===== src/rtl/lic_pkg.sv =====
package lic_pkg;
    localparam int NSRC   = 5;
    localparam int ADDR_W = 4;
    localparam int CTL_W  = 5;

    // source bit positions
    localparam int SRC_TMR  = 0;
    localparam int SRC_PERF = 1;
    localparam int SRC_DBG  = 2;
    localparam int SRC_SW0  = 3;
    localparam int SRC_SW1  = 4;

    // control bit positions
    localparam int CTL_TMR_RT  = 0;
    localparam int CTL_PERF_RT = 1;
    localparam int CTL_DBG_RT  = 2;
    localparam int CTL_SW_RT   = 3;
    localparam int CTL_EXT     = 4;

    // register addresses
    localparam logic [ADDR_W-1:0] A_CTL  = 4'h0;
    localparam logic [ADDR_W-1:0] A_PEND = 4'h1;
    localparam logic [ADDR_W-1:0] A_MASK = 4'h2;
    localparam logic [ADDR_W-1:0] A_SETM = 4'h3;
    localparam logic [ADDR_W-1:0] A_CLRM = 4'h4;
    localparam logic [ADDR_W-1:0] A_SEL  = 4'h5;
    localparam logic [ADDR_W-1:0] A_MAP0 = 4'h8;

    function automatic logic [NSRC-1:0] routable(input logic [CTL_W-1:0] ctl);
        logic [NSRC-1:0] r;
        r[SRC_TMR]  = ctl[CTL_TMR_RT]  | ctl[CTL_EXT];
        r[SRC_PERF] = ctl[CTL_PERF_RT] | ctl[CTL_EXT];
        r[SRC_DBG]  = ctl[CTL_DBG_RT]  | ctl[CTL_EXT];
        r[SRC_SW0]  = ctl[CTL_SW_RT]   | ctl[CTL_EXT];
        r[SRC_SW1]  = ctl[CTL_SW_RT]   | ctl[CTL_EXT];
        return r;
    endfunction

    function automatic logic is_map(input logic [ADDR_W-1:0] a);
        return (int'(a) >= int'(A_MAP0)) && (int'(a) < int'(A_MAP0) + NSRC);
    endfunction
endpackage


===== src/rtl/lic_route.sv =====
module lic_route
    import lic_pkg::*;
#(
    parameter int NPINS = 6,
    parameter int PIN_W = 3
) (
    input  logic [NSRC-1:0]             pend,
    input  logic [NSRC-1:0]             mask,
    input  logic [CTL_W-1:0]            ctl,
    input  logic [NSRC-1:0]             map_en,
    input  logic [NSRC-1:0][PIN_W-1:0]  map_pin,
    output logic                        irq,
    output logic [NPINS-1:0]            pins
);
    logic [NSRC-1:0] live;

    assign live = pend & mask & routable(ctl);
    assign irq  = |live;

    always_comb begin
        pins = '0;
        for (int s = 0; s < NSRC; s++) begin
            for (int p = 0; p < NPINS; p++) begin
                if (live[s] && map_en[s] && (int'(map_pin[s]) == p)) begin
                    pins[p] = 1'b1;
                end
            end
        end
    end
endmodule


===== src/rtl/lic_bank.sv =====
module lic_bank
    import lic_pkg::*;
#(
    parameter int              DW      = 32,
    parameter int              NPINS   = 6,
    parameter int              PIN_W   = 3,
    parameter logic [CTL_W-1:0] CTL_RST = 5'h0F
) (
    input  logic                        clk,
    input  logic                        rst_n,
    input  logic [NSRC-1:0]             pend,
    input  logic                        lw_en,
    input  logic [ADDR_W-1:0]           lw_addr,
    input  logic [DW-1:0]               lw_data,
    input  logic                        ow_en,
    input  logic [ADDR_W-1:0]           ow_addr,
    input  logic [DW-1:0]               ow_data,
    output logic [CTL_W-1:0]            ctl_o,
    output logic [NSRC-1:0]             mask_o,
    output logic [NSRC-1:0]             map_en_o,
    output logic [NSRC-1:0][PIN_W-1:0]  map_pin_o,
    output logic                        irq_o,
    output logic [NPINS-1:0]            pins_o
);
    typedef struct packed {
        logic [CTL_W-1:0]           ctl;
        logic [NSRC-1:0]            mask;
        logic [NSRC-1:0]            map_en;
        logic [NSRC-1:0][PIN_W-1:0] map_pin;
        logic                       irq;
        logic [NPINS-1:0]           pins;
    } bank_t;

    bank_t            st_d, st_q;
    logic             irq_c;
    logic [NPINS-1:0] pins_c;
    logic             unused_data;

    assign unused_data = ^{lw_data, ow_data};

    function automatic bank_t apply_wr(input bank_t b, input logic [ADDR_W-1:0] a,
                                       input logic [DW-1:0] d);
        bank_t r;
        int    idx;
        r   = b;
        idx = int'(a) - int'(A_MAP0);
        if (a == A_CTL) begin
            r.ctl = d[CTL_W-1:0];
        end else if (a == A_SETM) begin
            r.mask = b.mask | d[NSRC-1:0];
        end else if (a == A_CLRM) begin
            r.mask = b.mask & ~d[NSRC-1:0];
        end else if (is_map(a)) begin
            for (int s = 0; s < NSRC; s++) begin
                if (s == idx) begin
                    r.map_en[s]  = d[DW-1];
                    r.map_pin[s] = d[PIN_W-1:0];
                end
            end
        end
        return r;
    endfunction

    lic_route #(.NPINS(NPINS), .PIN_W(PIN_W)) u_route (
        .pend    (pend),
        .mask    (st_q.mask),
        .ctl     (st_q.ctl),
        .map_en  (st_q.map_en),
        .map_pin (st_q.map_pin),
        .irq     (irq_c),
        .pins    (pins_c)
    );

    always_comb begin
        st_d = st_q;
        if (lw_en) st_d = apply_wr(st_d, lw_addr, lw_data);
        if (ow_en) st_d = apply_wr(st_d, ow_addr, ow_data);
        st_d.irq  = irq_c;
        st_d.pins = pins_c;
    end

    always_ff @(posedge clk or negedge rst_n) begin
        if (!rst_n) begin
            st_q     <= '0;
            st_q.ctl <= CTL_RST;
        end else begin
            st_q <= st_d;
        end
    end

    assign ctl_o     = st_q.ctl;
    assign mask_o    = st_q.mask;
    assign map_en_o  = st_q.map_en;
    assign map_pin_o = st_q.map_pin;
    assign irq_o     = st_q.irq;
    assign pins_o    = st_q.pins;
endmodule


===== src/rtl/lic_local_unit.sv =====
module lic_local_unit
    import lic_pkg::*;
#(
    parameter int               NCORES  = 4,
    parameter int               NPINS   = 6,
    parameter int               DW      = 32,
    parameter logic [CTL_W-1:0] CTL_RST = 5'h0F,
    localparam int              CW      = (NCORES > 1) ? $clog2(NCORES) : 1,
    localparam int              PIN_W   = (NPINS > 1) ? $clog2(NPINS) : 1
) (
    input  logic                      clk,
    input  logic                      rst_n,
    input  logic                      loc_we,
    input  logic [CW-1:0]             loc_core,
    input  logic [ADDR_W-1:0]         loc_addr,
    input  logic [DW-1:0]             loc_wdata,
    input  logic                      oth_we,
    input  logic [CW-1:0]             oth_core,
    input  logic [ADDR_W-1:0]         oth_addr,
    input  logic [DW-1:0]             oth_wdata,
    input  logic [CW-1:0]             rd_core,
    input  logic                      rd_other,
    input  logic [ADDR_W-1:0]         rd_addr,
    output logic [DW-1:0]             rd_data,
    input  logic [NCORES*NSRC-1:0]    src_pend,
    output logic [NCORES-1:0]         core_irq,
    output logic [NCORES*NPINS-1:0]   core_pin
);
    typedef struct packed {
        logic [NCORES-1:0][CW-1:0] sel;
    } top_t;

    top_t                              top_d, top_q;
    logic [CW-1:0]                     oth_tgt;
    logic [CW-1:0]                     rd_tgt;
    logic [NCORES-1:0][CTL_W-1:0]      ctl_all;
    logic [NCORES-1:0][NSRC-1:0]       mask_all;
    logic [NCORES-1:0][NSRC-1:0]       map_en_all;
    logic [NCORES-1:0][NSRC-1:0][PIN_W-1:0] map_pin_all;
    logic [NCORES*NSRC-1:0]            mask_flat;
    logic [NCORES*CTL_W-1:0]           ctl_flat;
    logic [NCORES*CW-1:0]              sel_flat;

    // selector registers: written only through the local window
    always_comb begin
        top_d = top_q;
        if (loc_we && loc_addr == A_SEL) begin
            top_d.sel[loc_core] = loc_wdata[CW-1:0];
        end
    end

    always_ff @(posedge clk or negedge rst_n) begin
        if (!rst_n) top_q <= '0;
        else        top_q <= top_d;
    end

    assign oth_tgt = top_q.sel[oth_core];

    for (genvar c = 0; c < NCORES; c++) begin : g_bank
        lic_bank #(
            .DW(DW), .NPINS(NPINS), .PIN_W(PIN_W), .CTL_RST(CTL_RST)
        ) u_bank (
            .clk       (clk),
            .rst_n     (rst_n),
            .pend      (src_pend[c*NSRC +: NSRC]),
            .lw_en     (loc_we && (int'(loc_core) == c)),
            .lw_addr   (loc_addr),
            .lw_data   (loc_wdata),
            .ow_en     (oth_we && (int'(oth_tgt) == c)),
            .ow_addr   (oth_addr),
            .ow_data   (oth_wdata),
            .ctl_o     (ctl_all[c]),
            .mask_o    (mask_all[c]),
            .map_en_o  (map_en_all[c]),
            .map_pin_o (map_pin_all[c]),
            .irq_o     (core_irq[c]),
            .pins_o    (core_pin[c*NPINS +: NPINS])
        );
        assign mask_flat[c*NSRC +: NSRC]   = mask_all[c];
        assign ctl_flat[c*CTL_W +: CTL_W]  = ctl_all[c];
        assign sel_flat[c*CW +: CW]        = top_q.sel[c];
    end

    assign rd_tgt = rd_other ? top_q.sel[rd_core] : rd_core;

    always_comb begin
        rd_data = '0;
        if (rd_addr == A_CTL) begin
            rd_data[CTL_W-1:0] = ctl_all[rd_tgt];
        end else if (rd_addr == A_PEND) begin
            rd_data[NSRC-1:0] = src_pend[rd_tgt*NSRC +: NSRC];
        end else if (rd_addr == A_MASK) begin
            rd_data[NSRC-1:0] = mask_all[rd_tgt];
        end else if (rd_addr == A_SEL) begin
            if (!rd_other) rd_data[CW-1:0] = top_q.sel[rd_core];
        end else if (is_map(rd_addr)) begin
            for (int s = 0; s < NSRC; s++) begin
                if (int'(rd_addr) - int'(A_MAP0) == s) begin
                    rd_data[DW-1]      = map_en_all[rd_tgt][s];
                    rd_data[PIN_W-1:0] = map_pin_all[rd_tgt][s];
                end
            end
        end
    end
endmodule


===== config.mk =====
export PLATFORM = sky130hd
export DESIGN_NAME = lic_local_unit
export DESIGN_NICKNAME = d
export VERILOG_FILES = /design/src/rtl/lic_pkg.sv /design/src/rtl/lic_route.sv /design/src/rtl/lic_bank.sv /design/src/rtl/lic_local_unit.sv
export SDC_FILE = /design/constraint.sdc
export NUM_CORES = 1
export LEC_CHECK = 0
export BUFFER_PORTS_ARGS = -buffer_cell sky130_fd_sc_hd__buf_4
export CAP_MARGIN = 20
export CORE_ASPECT_RATIO = 0.9
export CORE_MARGIN = 3
export CORE_UTILIZATION = 50
export DETAILED_ROUTE_END_ITERATION = 16
export GPL_TIMING_DRIVEN = 0
export PLACE_DENSITY_LB_ADDON = 0.25
export SYNTH_ARGS = -nofsm -noshare
export SYNTH_HDL_FRONTEND = slang
export SYNTH_SLANG_ARGS = --single-unit

===== constraint.sdc =====
create_clock -name clk -period 2.4 [get_ports clk]
set_clock_uncertainty 0.2 [all_clocks]
set_input_delay 0.12 -clock clk [delete_from_list [all_inputs] [get_ports clk]]
set_output_delay 0.12 -clock clk [all_outputs]
set_load 0.01 [all_outputs]

==> After elaboration in Yosys (flattened, before gate mapping) <==
Index checks and enable logic that the tools add are counted.
W data, S select, Z words.
{ "op_classes": {"n_eq_ne": 126, "addsub": 3, "n_bitwise": 42, "shift": 1, "n_mux": 303, "reduce_logical": 185, "n_mul": 1, "n_lt_le_gt_ge": 11} }
{ "op_table": {"columns": ["op", "n"], "rows": [
  ["$mux W20", 24],
  ["$mux W37", 8],
  ["$eq A3 B3 Y1 const B", 80],
  ["$mux W25", 8],
  ["$mux W1", 171],
  ["$logic_and A1 B1 Y1", 153],
  ["$mux W5", 29],
  ["$mux W3", 47],
  ["$eq A3 B32 Y1 const A", 4],
  ["$logic_not A32 Y1", 3],
  ["$and A5 B5 Y5", 16],
  ["$eq A2 B32 Y1 const A", 2],
  ["$eq A4 B32 Y1 const A", 2],
  ["$eq A3 B2 Y1 const B", 20],
  ["$logic_not A3 Y1", 20],
  ["$or A5 B5 Y5", 8],
  ["$bmux W15 S2", 1],
  ["$bmux W5 S2", 3],
  ["$reduce_or A5 Y1", 4],
  ["$shiftx A20 B6 Y5", 1],
  ["$eq A4 B3 Y1 const B", 4],
  ["$or A1 B1 Y1", 16],
  ["$mux W15", 1],
  ["$sub A4 B4 Y5 const B", 3],
  ["other kinds (19)", 44]
]} }
{ "word_totals": {"ff_bits": 156, "output_inout_bits": 60, "input_bits": 107, "word_cells": 716} }

==> Longest topological paths before layout <==
{ "logic_depth": {"word_depth": 15, "mapped_depth": 12, "mapped_depth_nobuf": 8} }

==> Cells and area by module <==
Synthesis repeated with hierarchy kept, for this count alone.
{ "unflattened": {"hier_cells": 1497, "hier_area_um2": 12330.6} }
{ "modules_own_cells": {"columns": ["mod", "area_per_inst_um2", "cells_each", "instances", "seq_area_each_um2"], "rows": [
  ["lic_bank", 1955.6, 211, 4, 930.9],
  ["lic_local_unit", 2871.5, 377, 1, 200.2],
  ["lic_route", 409.1, 69, 4, 0.0]
]} }

==> Least setup slack after synthesis <==
No wires, ideal clock.
{ "synth_timing": {"kind": "register -> output", "startpoint": "reg top_q (netlist bit sel_flat[1])", "endpoint": "out rd_data[4]", "arrival_ns": 2.122, "stages_incl_launch_ff": 11, "setup_slack_ns": -0.042, "cell_sequence": "dfrtp_1 mux2_4 a21o_1 and2_4 buf_6 buf_6 mux2i_1 mux4_2 nor2_1 a31oi_1 nor2_1"} }
{ "synth_via": {"elab_chain_len": 8} }
{ "synth_lines": {"columns": ["element", "line", "source"], "rows": [
  ["from (decl)", "lic_local_unit.sv:33", "top_t top_d, top_q;"],
  ["from (signal assigned)", "lic_local_unit.sv:54", "else top_q <= top_d;"],
  ["$bmux W2 S2 *", "lic_local_unit.sv:84", "assign rd_tgt = rd_other ? top_q.sel[rd_core] : rd_core;"],
  ["$mux W2 (implied by the code) *", "lic_local_unit.sv:84", null],
  ["$mux W2 *", "lic_local_unit.sv:84", null],
  ["branches (longest 4 deep; another with $mul A2 B3 Y5)", null, null],
  ["$mux W5 *", "lic_local_unit.sv:88", "if (rd_addr == A_CTL) begin"],
  ["to (decl)", "lic_local_unit.sv:24", "output logic [DW-1:0] rd_data,"]
]} }
Every way passes the cells marked *. The select of a mux whose other input is x is not followed.

==> Final worst setup path <==
{ "layout_timing": {"startpoint": "reg top_q (netlist bit sel_flat[3])", "endpoint": "out rd_data[2]"} }
{ "layout_via": {"elab_chain_len": 15} }
{ "layout_lines": {"columns": ["element", "line"], "rows": [
  ["$bmux W2 S2 *", "lic_local_unit.sv:84"],
  ["$mux W2 (implied by the code) *", "lic_local_unit.sv:84"],
  ["$mux W2 *", "lic_local_unit.sv:84"],
  ["branches (longest 11 deep; another with $mul A2 B3 Y5)", null],
  ["$mux W5 *", "lic_local_unit.sv:88"]
]} }
Marks and branches as above.

==> run_results.csv <==
group,metric,value,unit
setup_path,critPathMaxFanout,10,
synth,synth_top_area_cell,"dfrtp_1",
pwr,power_switching,3.49,mW
setup_path,crit_chain,"mux2_4 > a21o_4 > and2_4 > buf_8 > buf_6 > nand2_1 > nand4_1 > and3_4 > a22oi_2 > o221ai_2 > buf_4",
synth,synth_edf_count,0,
cells_and_area,layout-drive-gt1-share,24.7,%
synth,synth_cells,1220,
route,routed_wl,46.8,mm
synth,synth-seq-area-share,37.2,%
pwr,ir_drop,0.418,mV
synth,synth_common_cells,"nand2_1 (184), dfrtp_1 (140), nor2_1 (125)",
synth,yosys_most_used_dff,"dfrtp_1",
setup_path,end_kind,"primary output",
route,firstDrtPassIters,6,
setup_path,crit_family,"compound AO/OA/AOI/OAI gates",
die,num_io_pins,167,
min_path,hold_path.class,"input port to flop",
setup_path,path_class,"flop to primary output",
synth,ys_seq_elements,156,
cells_and_area,antenna_cells,0,
setup_path,cp.required,2.08,ns
sta,fin_crit_sh,134,%
setup_path,cp-start-kind,"flop",
synth,synth_xor_area_share,0,%
setup_path,cpPeakStageDelay,0.40,ns
sta,final_max_slew_viol_count,0,
synth,synthTopCellsByArea,"dfrtp_1 (33%), mux2i_1 (9.4%), nand2_1 (6.5%), nor2_1 (4.4%), a21oi_1 (4.0%)",
cells_and_area,n_fill_cell,1750,
global_route,antenna_found_initial,0,
sta,worstMarginPinSlew,1.43,ns
pwr,combPwrFrac,27.6,%
clocking,htree_levels,4,
synth,syn_avg_cell_area,8.65,sq um
synth,synth-async-reset-ratio,100,%
pwr,leakagePower,5.98,nW
global_route,grt_pass1_wl,68.0,mm
die,core_area,20400,sq um
cells_and_area,final_nets,1484,
cells_and_area,stdcell_area,13300,sq um
setup_path,r2r-end,"g_bank[1].u_bank.map_en_o[2]",
route,met3_wirelength,6.40,mm
clocking,clk_latency,0.44,ns
pwr,seq_power_share,41.5,%
setup_path,reg2reg_setup_slack,-0.23,ns
clocking,cts_tree,"done",
synth,synth_mux_area_share,15.4,%
global_route,gr-usage-all-layers,40.3,%
clocking,clock-sinks,156,
die,die_h,144,um
clocking,clkTransAtPathRegs,0.07,ns
route,drc,0,
pwr,power_per_cell_area,712,nW/um^2
placement,io_buffer_count,79,
sta,finalHoldViolations,3,
route,dr.max_layer_used,"met4",
synth,synth-simple-area-share,20.5,%
pwr,p_total,9.45,mW
setup_path,cpMaxStageDelayCell,"dfrtp_1",
die,start_util,51.8,%
setup_path,cp_num_buf_inv,3,
global_route,grt_overflow_total,0,
global_route,grt_max_degree,94,
clocking,cts_buffers,17,
run,drv_cap,0,
setup_path,reg2reg_depth,11,
min_path,min_to,"g_bank[3].u_bank.map_pin_o[12]",
route,drtIter0Drc,1790,
synth,synth.distinct_cells,58,
setup_path,rr_startpoint,"sel_flat[1]",
die,num_rows,49,
outcome,status,"finished with violations",
route,dr_wl_met2,19.5,mm
synth,syn-cell-area,10600,sq um
outcome,violations,"hold timing, setup timing",
synth,synth.most_common_cell,"nand2_1",
synth,synth_compound_gate_area_share,21.1,%
cells_and_area,synthToLayoutAreaGrowth,25.8,%
die,die-area,22900,sq um
sta,slew_headroom,3.56,%
route,via_per_inst,6.75,
sta,min_period,3.22,ns
clocking,cts-root-buf,"clkbuf_16",
pwr,intPower,5.96,mW
synth,synth_top_family_by_area,"compound AO/OA/AOI/OAI gates",
sta,rsz0062_at_grt,"true",
sta,setup_violations,57,
min_path,min_from,"oth_we",
sta,timing.hold.ws,-0.0318,ns
pwr,switching_share,37.0,%
placement,place_hpwl,34.2,mm
placement,postPlaceCellArea,11600,sq um
sta,final.setup.worst_slack,-0.822,ns
sta,clock.fmax,310,MHz
synth,synth-adder-area-share,0,%
route,vias,11265,
placement,gp_congestion,1.07,
die,dieWidth,159,um
route,routedWlPerCell,28.0,um
synth,ys_warn_count,0,
synth,synth_top_area_share,33.2,%
clocking,clockBufferDepth,2,
global_route,grt_pass1_vias,10419,
pwr,clkPwrFrac,30.9,%
setup_path,arrival,2.90,ns
min_path,holdPathStages,4,
route,drtAntennaViolNets,0,
route,wl_met1,18.3,mm
## flip-flops by register name (all words and copies together), names as in the netlist
register,count
g_bank.u_bank.map_pin_o,60
g_bank.u_bank.pins_o,24
g_bank.u_bank.ctl_o,20
g_bank.u_bank.map_en_o,20
g_bank.u_bank.mask_o,20
sel_flat,8
g_bank.u_bank.irq_o,4
## cell type report
type | count | area [sq um] | share of cell area [%]
Clock buffer | 19 | 443 | 3.34
Clock inverter | 13 | 166 | 1.25
Buffer | 96 | 571 | 4.30
Tap cell | 280 | 350 | 2.64
Timing Repair Buffer | 117 | 1030 | 7.78
Multi-Input combinational cell | 973 | 6730 | 50.7
Inverter | 16 | 60.1 | 0.452
Sequential cell | 156 | 3930 | 29.6
## placed cells by master (no fill, tap or decap), types with 27 or more instances in the layout
master,Yosys,final
nand2_1,184,166
dfrtp_1,140,139
buf_4,33,124
nor2_1,125,102
mux2i_1,99,90
a21oi_1,84,72
clkbuf_1,50,47
o22ai_1,46,35
o21ai_0,39,33
mux2_2,33,33
a22oi_1,30,29
nand3_1,29,27
## power groups by stage
stage	combinational (mW)	clock, mW	sequential, mW
floorplan	1.46	0	3.54
global placement	2.13	0	3.87
detailed placement	2.17	0	3.89
CTS	2.37	2.90	3.85
global route	2.78	3.02	3.93
finish	2.61	2.92	3.92
## worst max path at each step
stage                start          to  slack, ns  depth (start not counted)
3_5_place_dp   sel_flat[6]  rd_data[2]      -1.26                         10
6_report       sel_flat[3]  rd_data[2]      -0.82                         11
2_1_floorplan  sel_flat[1]  rd_data[4]      -0.04                         10
5_1_grt        sel_flat[3]  rd_data[4]      -0.87                         10
3_3_place_gp   sel_flat[0]  rd_data[2]      -1.19                         10
4_1_cts        sel_flat[1]  rd_data[4]      -0.78                         10
## layer usage
metal,up-vias,track usage [%]
li1,4813,-
met1,5391,54.0
met2,885,59.4
met3,176,12.0
met4,0,20.8
met5,-,0
## logic make-up after synthesis
logic type             count (synthesis)
muxes                                144
buffers and inverters                117
and+or+nand+nor                      467
DFF                                  156
other                                  1
AOI/OAI and AO/OA                    335
## worst reg2reg max path: cells and delay by family, from the launching register on
kind                   cells  cell delay [ns]
buffers and inverters      3             0.39
multiplexers               1             0.56
AND/OR/NAND/NOR            6             0.91
AO/OA/AOI/OAI              1             0.06
flip-flops                 1             0.39
## repair_timing
item,CTS,global route
endpoints found under the hold margin,167,0
pin swaps,10,29
hold buffers,16,0
gates cloned,0,2
setup buffers,9,10
setup endpoints to repair,61,75
resized for setup,76,92
## stage by stage
step | utilization, % | instances | TNS (ns) | hold slack (ns) | worst slack [ns]
global placement | 56.9 | 1604 | -12.28 | 0.223 | -1.19
detailed placement | 57.1 | 1606 | -11.94 | -0.0953 | -1.26
finish | 65.2 | 1670 | -10.99 | -0.0318 | -0.822
CTS | 62.9 | 1660 | -4.38 | 0.00982 | -0.778
floorplan | - | 1245 | -0.0434 | -0.376 | -0.0360
global route | 65.2 | 1670 | -14.14 | 0.00445 | -0.872
(Power assumes the default switching activity.)
